--- src/rtl/pbd_pkg.sv ---
package pbd_pkg;
    parameter int unsigned DEF_LANES    = 8;
    parameter int unsigned DEF_IW       = 32;
    parameter int unsigned DEF_PBIT_POS = 0;
endpackage

--- src/rtl/pbd_group_finder.sv ---
// Finds the lanes of the next execute packet among the lanes still pending.
module pbd_group_finder #(
    parameter int unsigned LANES = pbd_pkg::DEF_LANES
) (
    input  logic [LANES-1:0] pend,
    input  logic [LANES-1:0] chain,
    output logic [LANES-1:0] grp
);
    logic [LANES-1:0] first;

    assign first = pend & (~pend + 1'b1);

    always_comb begin
        logic running;
        running = 1'b0;
        grp     = '0;
        for (int i = 0; i < LANES; i++) begin
            if (first[i]) running = 1'b1;
            if (running && pend[i]) grp[i] = 1'b1;
            if (grp[i] && !chain[i]) running = 1'b0;
        end
    end
endmodule

--- src/rtl/pbd_lane_gate.sv ---
// Passes member lanes through in place and zeroes the rest.
module pbd_lane_gate #(
    parameter int unsigned LANES = pbd_pkg::DEF_LANES,
    parameter int unsigned IW    = pbd_pkg::DEF_IW
) (
    input  logic [LANES*IW-1:0] din,
    input  logic [LANES-1:0]    keep,
    output logic [LANES*IW-1:0] dout
);
    for (genvar i = 0; i < LANES; i++) begin : g_lane
        assign dout[i*IW +: IW] = keep[i] ? din[i*IW +: IW] : '0;
    end
endmodule

--- src/rtl/pbit_dispatch.sv ---
module pbit_dispatch #(
    parameter int unsigned LANES    = pbd_pkg::DEF_LANES,
    parameter int unsigned IW       = pbd_pkg::DEF_IW,
    parameter int unsigned PBIT_POS = pbd_pkg::DEF_PBIT_POS
) (
    input  logic                clk,
    input  logic                rst_n,
    input  logic                fp_valid,
    output logic                fp_ready,
    input  logic [LANES*IW-1:0] fp_data,
    output logic                ep_valid,
    input  logic                ep_stall,
    output logic [LANES*IW-1:0] ep_data,
    output logic [LANES-1:0]    ep_mask,
    output logic                ep_last
);
    localparam int unsigned PW = LANES * IW;

    typedef struct packed {
        logic             busy;
        logic [LANES-1:0] pend;
        logic [PW-1:0]    pkt;
    } state_t;

    state_t st_d, st_q;

    logic [LANES-1:0] chain;
    logic [LANES-1:0] grp;
    logic [LANES-1:0] live;
    logic             last_grp;

    for (genvar i = 0; i < LANES; i++) begin : g_chain
        assign chain[i] = st_q.pkt[i*IW + PBIT_POS];
    end

    pbd_group_finder #(.LANES(LANES)) u_find (
        .pend  (st_q.pend),
        .chain (chain),
        .grp   (grp)
    );

    assign live = st_q.busy ? grp : '0;

    pbd_lane_gate #(.LANES(LANES), .IW(IW)) u_gate (
        .din  (st_q.pkt),
        .keep (live),
        .dout (ep_data)
    );

    always_comb begin
        logic fire;
        logic take;
        st_d     = st_q;
        last_grp = st_q.busy && ((st_q.pend & ~grp) == '0);
        fire     = st_q.busy && !ep_stall;
        fp_ready = !st_q.busy || (last_grp && !ep_stall);
        take     = fp_valid && fp_ready;
        if (fire) begin
            st_d.pend = st_q.pend & ~grp;
            if (last_grp) st_d.busy = 1'b0;
        end
        if (take) begin
            st_d.busy = 1'b1;
            st_d.pend = '1;
            st_d.pkt  = fp_data;
        end
    end

    always_ff @(posedge clk or negedge rst_n) begin
        if (!rst_n) st_q <= '0;
        else        st_q <= st_d;
    end

    assign ep_valid = st_q.busy;
    assign ep_mask  = live;
    assign ep_last  = last_grp;
endmodule

--- config.mk ---
export PLATFORM = sky130hd
export DESIGN_NAME = pbit_dispatch
export DESIGN_NICKNAME = d
export VERILOG_FILES = /design/src/rtl/pbd_pkg.sv /design/src/rtl/pbd_group_finder.sv /design/src/rtl/pbd_lane_gate.sv /design/src/rtl/pbit_dispatch.sv
export SDC_FILE = /design/constraint.sdc
export NUM_CORES = 1
export LEC_CHECK = 0
export ABC_CLOCK_PERIOD_IN_PS = 3900
export BUFFER_PORTS_ARGS = -buffer_cell sky130_fd_sc_hd__buf_2
export CORE_AREA = 4 4 202 204
export CTS_BUF_LIST = sky130_fd_sc_hd__clkbuf_8
export CTS_CLUSTER_DIAMETER = 60
export DETAILED_ROUTE_END_ITERATION = 8
export DIE_AREA = 0 0 206 208
export PLACE_DENSITY = 0.55
export SETUP_SLACK_MARGIN = 0.05
export SLEW_MARGIN = 25
export SYNTH_ARGS = -nofsm -noshare
export SYNTH_HDL_FRONTEND = slang
export SYNTH_SLANG_ARGS = --single-unit
--- constraint.sdc ---
create_clock -name clk -period 3.9 [get_ports clk]
set_clock_uncertainty 0.15 [all_clocks]
set_input_delay 0 -clock clk [delete_from_list [all_inputs] [get_ports clk]]
set_output_delay 0 -clock clk [all_outputs]
set_load 0.02 [all_outputs]
==> impl_metrics.csv, run 1 <==
group,metric,value,unit
run_status,status,"stopped before the end",
run_status,lastStage,"clock tree synthesis (4_1_cts)",
run_status,first-error,"[ERROR RSZ-0060] Max buffer count reached.",
yosys,ys_warn_count,0,
yosys,synth.distinct_cells,33,
yosys,syn_inst,898,
clock_tree,ctsHoldBuffers,400,
clock_tree,clk_root_buffer_cell,"clkbuf_8",
yosys,syn_avg_cell_area,13.42,µm²
yosys,async_reset_ff_frac,1.000,
clock_tree,cts_max_path_buffers,3,
die,start_util,0.3068,
die,num_io_pins,527,
clock_tree,cts.sinks,265,
yosys,yosysSeqAreaShare,0.5504,
yosys,synth_edf_count,0,
placed_design,place.gp.congestion,0.7782,
yosys,syn_area,12050,µm²
die,die_h,208,µm
yosys,synth_flop_cell,"dfrtp_1",
clock_tree,cts-buffers-inserted,51,
clock_tree,cts_setup_buffers,0,
placed_design,port_buffers,526,
die,die_width,206,µm
yosys,ys_ff_latch,265,
yosys,syn_nets,1158,
placed_design,dp_hpwl,25.97,mm
die,fp-row-count,73,
clock_tree,h-tree-depth,2,
clock_tree,ctsResizeCount,0,
-- cells in the mapped netlist (all sizes together) (2+ instances only) --
cell	instances	area, µm²
a21oi	3	15.01
and2	225	1408
and3	36	225.2
and4	4	35.03
buf	29	195.2
clkbuf	28	105.1
dfrtp	265	6631
inv	5	18.77
mux2	256	3119
nand2	9	33.78
nand2b	6	47.54
nand3	2	15.01
nor2	4	15.01
nor2b	4	25.02
o21ai	9	45.04
o31ai	2	15.01
-- stage by stage --
stage	cell area, µm²	setup slack, ps	std cells
2_1_floorplan	12050	1747	898
3_3_place_gp	15210	1225	1905
3_5_place_dp	15210	1242	1905
-- cell families after synthesis --
| kind of cell | Yosys count | share of synthesized area |
|---|---|---|
| simple gates | 294 | 0.1520 |
| flops | 265 | 0.5504 |
| mux | 256 | 0.2589 |
| buf+inv | 62 | 0.02648 |
| compound gates | 21 | 0.01215 |
==> run 2: changes to the inputs <==
CTS_BUF_LIST = not set   (was sky130_fd_sc_hd__clkbuf_8)
CTS_CLUSTER_DIAMETER = not set   (was 60)
PLACE_DENSITY = not set   (was 0.55)
PLACE_DENSITY_LB_ADDON = 0.15   (was not set)
SETUP_SLACK_MARGIN = not set   (was 0.05)
==> impl_metrics.csv, run 2 <==
group,metric,value,unit
run_status,status,"finished clean",
yosys,syn_nets,1158,
yosys,ys_top_cells_by_area,"dfrtp_1, mux2_2, and2_1",
clock_tree,cts_max_path_buffers,3,
yosys,synth_edf_count,0,
min_path,hold_depth,3,
yosys,synth.most_common_cell,"dfrtp_1",
yosys,synth.distinct_cells,33,
worst_setup_path,crit_path_top_delay_cell,"and4_1",
die,core_area,39280,µm²
sta,setup_slack,894.7,ps
yosys,synth.top_cell.area_share,0.5504,
placed_design,port_buffers,526,
global_route,grt_pass1_wl,60.49,mm
global_route,grt_pass1_vias,10751,
drt,vias,9732,
drt,ant_nets,0,
placed_design,pre_cts_ws,1092,ps
worst_setup_path,max_stage_delay,780,ps
power_and_ir_drop,pwr-share-seq,0.310,
global_route,grt-ovfl-total,0,
worst_setup_path,cp_top_family,"simple AND/OR/NAND/NOR gates",
drt,drtIter0Drc,318,
sta,finalCriticalPeriod,3005,ps
power_and_ir_drop,switchingPower,5878,µW
drt,firstDrtPassIters,4,
drt,drc,0,
sta,maxSlewHeadroom,0.4264,
yosys,synth_common_cells,"dfrtp_1, and2_1, mux2_2",
placed_design,place.gp.congestion,0.7860,
worst_setup_path,critPathBufInv,2,
yosys,yosysSeqAreaShare,0.5504,
sta,finalCritPeriodShare,0.7706,
yosys,yosysTopAreaCell,"dfrtp_1",
sta,worstMarginPinSlew,860.5,ps
sta,finalSetupViolations,0,
clock_tree,ctsResizeCount,0,
power_and_ir_drop,pwr_density_cell,831.3,nW/µm²
drt,wl_per_cell,17.66,µm
sta,fmax,332.7,MHz
power_and_ir_drop,p_int,9916,µW
final_layout,mostFrequentLayoutCell,"buf_2",
clock_tree,cts.sinks,265,
drt,wl,39.36,mm
yosys,syn_area,12050,µm²
min_path,holdCritPathClass,"input port to register",
worst_setup_path,critPathKind,"register to output port",
final_layout,drive_gt1_frac,0.5065,
worst_setup_path,crit_chain,"nand2b_1 -> nand3_2 -> nor2_1 -> and4_1 -> buf_4 -> and2_1 -> buf_2",
clock_tree,clk_root_buffer_cell,"clkbuf_16",
global_route,antenna_found_initial,3,
worst_setup_path,crit_path_end_kind,"output port",
clock_tree,cts-buffers-inserted,34,
clock_tree,clkTransAtPathRegs,60,ps
final_layout,layout.nets,1940,
die,fp-row-count,73,
worst_setup_path,rr_startpoint,"chain[3]",
sta,rsz0062_at_grt,"false",
final_layout,largest_reg_flops,256,
clock_tree,tritoncts,"yes",
yosys,ys_ff_latch,265,
sta,hold_violations,0,
power_and_ir_drop,p_clk_frac,0.197,
worst_setup_path,reg2regPathDepth,7,
worst_setup_path,critPathMaxFanout,23,
yosys,async_reset_ff_frac,1.000,
worst_setup_path,worstSetupStartpointType,"register",
worst_setup_path,arrival,2860,ps
clock_tree,clock_latency,530,ps
yosys,synth_flop_cell,"dfrtp_1",
final_layout,syn_to_final_growth,57.71,%
final_layout,mostFrequentLayoutCells,"buf_2, dfrtp_1, dlygate4sd3_1, and2_1, mux2_2",
min_path,worstHoldStart,"fp_data[213]",
run,maxCapViolCount,0,
power_and_ir_drop,ir_worst_vdd,0.5058,mV
power_and_ir_drop,switching_share,0.3722,
global_route,track_usage,0.1779,
power_and_ir_drop,p_leak,0.009793,µW
yosys,syn_inst,898,
sta,tns,0,ps
worst_setup_path,rrSetupSlack,1060,ps
placed_design,dp_hpwl,26.95,mm
die,die_h,208,µm
worst_setup_path,cp.required,3750,ps
die,start_util,0.3068,
die,fp.dieArea,42850,µm²
die,die_width,206,µm
final_layout,largest-register,"st_q",
global_route,grt_max_degree,79,
clock_tree,h-tree-depth,2,
yosys,ys_warn_count,0,
min_path,worstHoldEndpoint,"st_q[213]",
power_and_ir_drop,power_frac_comb,0.494,
yosys,syn_avg_cell_area,13.42,µm²
worst_setup_path,r2r-end,"st_q[129]",
sta,maxSlewViolCount,0,
drt,avgViaCountPerCell,4.366,
die,num_io_pins,527,
run 2: worst max path at each step:
stage / from / endpoint / slack (ps) / depth (start not counted)
after floorplan: chain[3] / chain[5] / 1750 / 8
after global placement: chain[3] / st_q[129] / 1130 / 7
after detailed placement: chain[3] / st_q[129] / 1090 / 7
after CTS: st_q[258] / ep_data[211] / 820 / 7
after global routing: st_q[258] / ep_data[197] / 590 / 7
final: st_q[258] / ep_data[211] / 890 / 7
run 2: worst min-delay path, cell delays in order:
cell and delay, ps:
dlygate4sd3_1 520, buf_2 90, mux2_2 120
run 2: routing by layer:
| metal | part of all wire | vias to the layer above | GRT usage |
|---|---|---|---|
| met1 | 0.40 | 4679 | 0.2105 |
| met3 | 0.087 | 79 | 0.06001 |
| met4 | 0.036 | 2 | 0.06953 |
| met2 | 0.48 | 361 | 0.2975 |
| met5 | 0.00018 | - | 0 |
| li1 | - | 4611 | - |
run 2: power by group through the flow:
stage,clock network (µW),logic (µW),registers [µW]
4_1_cts,3230,7920,4880
3_5_place_dp,0,7660,4910
2_1_floorplan,0,5620,4680
5_1_grt,3350,8420,5070
6_report,3110,7800,4890
3_3_place_gp,0,7590,4860
run 2: cells by family after synthesis:
| logic type | synth area share |
|---|---|
| compound gates | 0.01215 |
| buf+inv | 0.02648 |
| flops | 0.5504 |
| mux | 0.2589 |
| simple gates | 0.1520 |
run 2: layout make-up:
cell class	count	area, µm²
clock inverter	9	88.84
sequential	265	6631
antenna	2	5.005
timing repair buffer	803	5463
clock buffer	49	1017
multi-input combinational	571	5120
inverter	5	18.77
tap	525	656.9
fill	3575	20270
run 2: timing repair:
action / in CTS / in global routing
endpoints found under the hold margin: 360 / 0
buffers inserted: 0 / 0
hold buffers: 262 / 0
run 2: metrics by stage:
| step | cells | area [µm²] | util | hold WS, ps | total power (µW) |
|---|---|---|---|---|---|
| after global placement | 1907 | 15250 | 0.3884 | -25.64 | 12460 |
| final | 2229 | 19000 | 0.4838 | 83.67 | 15790 |
| after CTS | 2227 | 18990 | 0.4836 | 36.16 | 16030 |
| after detailed placement | 1907 | 15250 | 0.3884 | -35.12 | 12570 |
| after floorplan | 898 | 12050 | - | -445.6 | 10300 |
| after global routing | 2229 | 19000 | 0.4838 | 70.74 | 16840 |
No activity file was read; power rests on OpenSTA's default activity.
==> run 3: changes to the inputs <==
ABC_AREA = 1   (was not set)
ABC_CLOCK_PERIOD_IN_PS = 2800   (was 3900)
CORE_AREA = 4 4 204 206   (was 4 4 202 204)
DIE_AREA = 0 0 208 210   (was 0 0 206 208)
clock period = 2.8 ns   (was 3.9 ns; I/O delays follow)
==> impl_metrics.csv, run 3 <==
group,metric,value,unit
run_status,status,"finished clean",
min_path,worstHoldStart,"fp_data[108]",
worst_setup_path,rr_startpoint,"st_q[258]",
sta,whs,52.22,ps
worst_setup_path,crit_chain,"nor2_2 -> nand2_2 -> nor2_2 -> nand2_1 -> nand2_2 -> nand2_2 -> nand2_2 -> nand2_2 -> nand2_2 -> nand4_1 -> buf_12 -> nor2_1 -> buf_2",
die,num_io_pins,527,
yosys,synth.top_cell.area_share,0.5123,
placed_design,dp_hpwl,30.26,mm
worst_setup_path,crit_top_cell,"nand2_2",
sta,worstMarginPinSlew,810.8,ps
drt,drc,0,
die,fp.dieArea,43680,µm²
yosys,ys_top_cells_by_area,"dfrtp_1, nand2_1, nand3_1",
run,maxCapViolCount,0,
clock_tree,tritoncts,"yes",
worst_setup_path,arrival,2460,ps
global_route,track_usage,0.2084,
final_layout,drive_gt1_frac,0.2595,
final_layout,mostFrequentLayoutCells,"nand2_1, buf_2, inv_1, dfrtp_1, nand3_1",
worst_setup_path,max_stage_delay,410,ps
final_layout,fin_util,0.4991,
sta,finalSetupViolations,0,
clock_tree,clkTransAtPathRegs,60,ps
drt,wl,47.99,mm
placed_design,place.gp.congestion,0.8967,
yosys,yosysTopAreaCell,"dfrtp_1",
final_layout,fill_cells,3919,
sta,maxSlewViolCount,0,
global_route,antenna_found_initial,2,
global_route,grt_max_degree,129,
drt,vias,13714,
die,start_util,0.3266,
global_route,grt_pass1_vias,14100,
global_route,grt-ovfl-total,0,
die,core_area,39640,µm²
yosys,syn_area,12940,µm²
placed_design,port_buffers,526,
yosys,yosysSeqAreaShare,0.5123,
min_path,hold_depth,4,
worst_setup_path,crit_path_top_delay_cell,"dfrtp_1",
clock_tree,cts-buffers-inserted,31,
drt,ant_nets,0,
worst_setup_path,critPathKind,"register to output port",
yosys,synth.distinct_cells,20,
final_layout,largest-register,"st_q",
drt,wl_per_cell,15.75,µm
yosys,async_reset_ff_frac,1.000,
sta,rsz0062_at_grt,"true",
sta,finalCriticalPeriod,2608,ps
worst_setup_path,crit_path_end_kind,"output port",
final_layout,mostFrequentLayoutCell,"nand2_1",
power_and_ir_drop,p_leak,0.01144,µW
worst_setup_path,worstSetupStartpointType,"register",
clock_tree,clk_root_buffer_cell,"clkbuf_16",
power_and_ir_drop,finalPower,19960,µW
min_path,worstHoldEndpoint,"st_q[108]",
yosys,syn_nets,2011,
final_layout,layout.nets,2758,
yosys,syn_inst,1751,
sta,finalCritPeriodShare,0.9315,
drt,firstDrtPassIters,5,
yosys,ys_ff_latch,265,
clock_tree,h-tree-depth,1,
power_and_ir_drop,ir_worst_vdd,0.5977,mV
die,fp-row-count,73,
yosys,synth_flop_cell,"dfrtp_1",
yosys,synth_edf_count,0,
worst_setup_path,cp.required,2650,ps
die,die_h,210,µm
yosys,ys_warn_count,0,
power_and_ir_drop,pwr_density_cell,1009,nW/µm²
sta,tns,0,ps
final_layout,largest_reg_flops,256,
yosys,syn_avg_cell_area,7.393,µm²
clock_tree,cts.sinks,265,
sta,maxSlewHeadroom,0.4595,
worst_setup_path,critPathMaxFanout,33,
die,die_width,208,µm
yosys,synth.most_common_cell,"nand2_1",
clock_tree,clock_latency,570,ps
drt,drtIter0Drc,1038,
global_route,grt_pass1_wl,76.01,mm
yosys,synth_common_cells,"nand2_1, inv_1, dfrtp_1",
drt,avgViaCountPerCell,4.501,
min_path,holdCritPathClass,"input port to register",
worst_setup_path,reg2regPathDepth,16,
worst_setup_path,r2r-end,"chain[1]",
final_layout,syn_to_final_growth,52.82,%
worst_setup_path,rrSetupSlack,210,ps
clock_tree,cts_max_path_buffers,3,
sta,fmax,383.4,MHz
sta,hold_violations,0,
==> run 3: cell count changes in the layout (fill, tap and decap cells not counted), sizes merged, moves of 6 or more <==
cell,change
and2,-225
mux2,-256
inv,+274
and3,-36
nand3,+263
buf,+17
nor2,+256
nand2b,-6
nand2,+543
==> run 3: layout make-up <==
cell class / count / area [µm²] / area share
inverter: 281 / 1055 / 0.05332
timing repair buffer: 824 / 5877 / 0.2971
clock inverter: 11 / 62.56 / 0.003162
tap: 525 / 656.9 / 0.03320
sequential: 265 / 6631 / 0.3352
clock buffer: 44 / 874.6 / 0.04421
antenna: 2 / 5.005 / 0.0002530
multi-input combinational: 1095 / 4621 / 0.2336
==> run 3: kinds of logic after synthesis <==
family                 synth area share
flip-flops                       0.5123
AO/OA/AOI/OAI                  0.004640
AND/OR/NAND/NOR                  0.3479
buffers and inverters            0.1352
==> run 3: metal layers <==
metal	routed length, µm	global-route usage	vias to the layer above
met2	23440	0.3564	490
met1	20420	0.2751	6459
li1	-	-	6694
met5	0	0	-
met4	1112	0.05730	0
met3	3007	0.03676	71
==> run 3: per-stage QoR <==
stage	cell area, µm²	std cells	setup slack (ps)
floorplan	12940	1751	526.4
global placement	15890	2715	232.2
detailed placement	15890	2715	235.4
CTS	19550	3034	23.36
global route	19780	3047	-5.602
finish	19780	3047	191.9
==> run 3: worst max path at each step <==
stage,end,startpoint,cells after the start,slack [ps]
detailed placement,chain[1],st_q[258],16,240
global route,chain[1],st_q[258],16,-6
finish,ep_data[237],st_q[258],13,190
CTS,ep_data[154],st_q[258],11,20
floorplan,ep_data[129],st_q[258],10,530
global placement,st_q[131],st_q[258],16,230
==> run 3: worst max-delay path, delay by kind of cell (launching register included) <==
kind | cells | cell delay (ps)
buffers and inverters | 2 | 410
DFF | 1 | 410
and+or+nand+nor | 11 | 1060
==> run 3: timing repair <==
item	in CTS	in global routing
cloned	2	2
setup endpoints to repair	31	83
pin swaps	0	3
endpoints found under the hold margin	530	0
setup buffers	0	9
resized for setup	3	39
hold buffers	262	0
==> run 3: where the power goes <==
part	switching [µW]	internal, µW	total, µW	leakage, µW
registers	980	5650	6630	0.00330
clock network	1630	2160	3790	0.000471
logic	6280	3260	9540	0.00767
total	8890	11100	20000	0.0114
==> run 4: changes to the inputs <==
CAP_MARGIN = 20   (was not set)
PLACE_DENSITY_LB_ADDON = not set   (was 0.15)
==> impl_metrics.csv, run 4 (same netlist as run 3, synthesis figures left out) <==
group,metric,value,unit
clock_tree,cts.sinks,265,
clock_tree,clock_latency,570,ps
sta,finalCriticalPeriod,2771,ps
power_and_ir_drop,p_leak,0.01160,µW
min_path,holdCritPathClass,"input port to register",
die,num_io_pins,527,
drt,met2_length,24.54,mm
drt,ant_nets,0,
final_layout,drive_gt1_frac,0.2595,
worst_setup_path,critPathKind,"register to register",
worst_setup_path,crit_chain,"nor2_2 -> nand2_2 -> nand4_1 -> nand2_2 -> nand2_2 -> nand2_2 -> nand2_2 -> nand2_2 -> nand2_2 -> nand2_2 -> nand2_2 -> nand2_2 -> nand3_4 -> buf_12 -> nand2_8 -> nand3_1 -> dlygate4sd3_1 -> nand2_1",
sta,rsz0062_at_grt,"true",
clock_tree,clk_root_buffer_cell,"clkbuf_16",
drt,dr_wl_met3,3.471,mm
drt,vias,14383,
drt,avgViaCountPerCell,4.662,
min_path,worstHoldStart,"fp_data[214]",
worst_setup_path,max_stage_delay,560,ps
clock_tree,tritoncts,"yes",
die,fp.dieArea,43680,µm²
worst_setup_path,rr_startpoint,"st_q[257]",
worst_setup_path,crit_path_end_kind,"register",
drt,drt-met1-wl,20.14,mm
sta,hold_violations,0,
global_route,track_usage,0.2096,
clock_tree,cts_max_path_buffers,3,
worst_setup_path,cp_top_family,"simple AND/OR/NAND/NOR gates",
power_and_ir_drop,pwr_density_cell,1013,nW/µm²
worst_setup_path,cp.required,3100,ps
sta,finalCritPeriodShare,0.9895,
drt,drtIter0Drc,1206,
drt,highest_layer,"met5",
sta,finalSetupViolations,0,
drt,wl,50.45,mm
sta,maxSlewHeadroom,0.5392,
final_layout,layout.nets,2798,
global_route,grt_pass1_wl,76.65,mm
placed_design,place.gp.congestion,0.8901,
run_status,status,"finished clean",
final_layout,mostFrequentLayoutCell,"nand2_1",
sta,worstMarginPinSlew,683.9,ps
power_and_ir_drop,finalPower,20660,µW
die,core_area,39640,µm²
drt,firstDrtPassIters,6,
worst_setup_path,cp-startpoint,"st_q[257]",
worst_setup_path,critPathMaxFanout,11,
sta,fmax,360.9,MHz
worst_setup_path,worstSetupStartpointType,"register",
worst_setup_path,crit_path_top_delay_cell,"dlygate4sd3_1",
global_route,antenna_found_initial,2,
die,die_h,210,µm
global_route,grt_max_degree,105,
placed_design,dp_hpwl,30.03,mm
run,maxCapViolCount,0,
drt,drc,0,
clock_tree,cts-buffers-inserted,31,
die,die_width,208,µm
sta,maxSlewViolCount,0,
worst_setup_path,critPathBufInv,2,
die,fp-row-count,73,
die,start_util,0.3266,
final_layout,syn_to_final_growth,57.53,%
drt,wl_per_cell,16.35,µm
placed_design,port_buffers,526,
final_layout,largest_reg_flops,256,
final_layout,largest-register,"st_q",
worst_setup_path,crit_top_cell,"nand2_2",
clock_tree,clkTransAtPathRegs,60,ps
global_route,grt_pass1_vias,14560,
sta,whs,43.28,ps
sta,tns,0,ps
global_route,grt-ovfl-total,0,
clock_tree,h-tree-depth,1,
worst_setup_path,arrival,3070,ps
final_layout,mostFrequentLayoutCells,"nand2_1, buf_2, dlygate4sd3_1, inv_1, dfrtp_1",
power_and_ir_drop,ir_worst_vdd,0.5765,mV
-- run 4: cell types whose count changed in the layout (fill, tap and decap cells not counted), moves of 4 or more --
cell,before,now
buf_12,13,8
clkbuf_16,32,37
clkinv_2,9,3
dlygate4sd3_1,261,293
dlymetal6s4s_1,0,4
-- run 4: per-layer routing --
layer | up-vias | global-route usage
li1 | 6781 | -
met1 | 6769 | 0.2604
met2 | 687 | 0.3599
met3 | 144 | 0.04182
met4 | 2 | 0.08584
met5 | - | 0
-- run 4: through the flow --
step	area [µm²]	utilization	std cells	setup WS (ps)
detailed placement	15940	0.4021	2722	335.0
CTS	19950	0.5032	3073	8.748
global placement	15940	0.4021	2722	373.5
finish	20390	0.5144	3085	29.48
floorplan	12940	-	1751	526.4
global route	20390	0.5144	3085	-152.5
-- run 4: power by group --
group | internal, µW | leakage [µW] | switching, µW | total [µW]
Clock | 2460 | 0.000497 | 1650 | 4100
Sequential | 5650 | 0.00330 | 1040 | 6690
Combinational | 3410 | 0.00780 | 6460 | 9870
Total | 11500 | 0.0116 | 9150 | 20700
-- run 4: area by class of cell --
cell class	instances	area (µm²)
Antenna cell	1	2.502
Fill cell	3664	19250
Clock buffer	44	884.6
Inverter	281	1055
Clock inverter	10	137.6
Multi-Input combinational cell	1097	4703
Timing Repair Buffer	862	6321
Tap cell	525	656.9
Sequential cell	265	6631
-- run 4: timing repair --
item                       4_1_cts  5_1_grt
buffers inserted                 0        3
gates cloned                     0        9
hold endpoints to repair       529        0
gates resized for setup          3       64
hold buffers                   298        0
pin swaps                        0        3
setup endpoints to repair        3      327
-- run 4: path summary, 6_finish.rpt --
check                       endpoint  slack, ps  cells past startpoint
max                        st_q[150]         30                     18
max in group asynchronous  st_q[198]       1100                      4
max reg2reg                st_q[150]         30                     18
min reg2reg                 st_q[67]        320                      2
min in group asynchronous  st_q[251]        430                      3
min                        st_q[214]         40                      4
-- run 4: worst register-to-register path, stage by stage (launching register included) --
cell	delay, ps
dfrtp_1	410
nor2_2	150
nand2_2	90
nand4_1	90
nand2_2	80
nand2_2	80
nand2_2	60
nand2_2	70
nand2_2	60
nand2_2	80
nand2_2	70
nand2_2	90
nand2_2	70
nand3_4	120
buf_12	150
nand2_8	100
nand3_1	120
dlygate4sd3_1	560
nand2_1	60
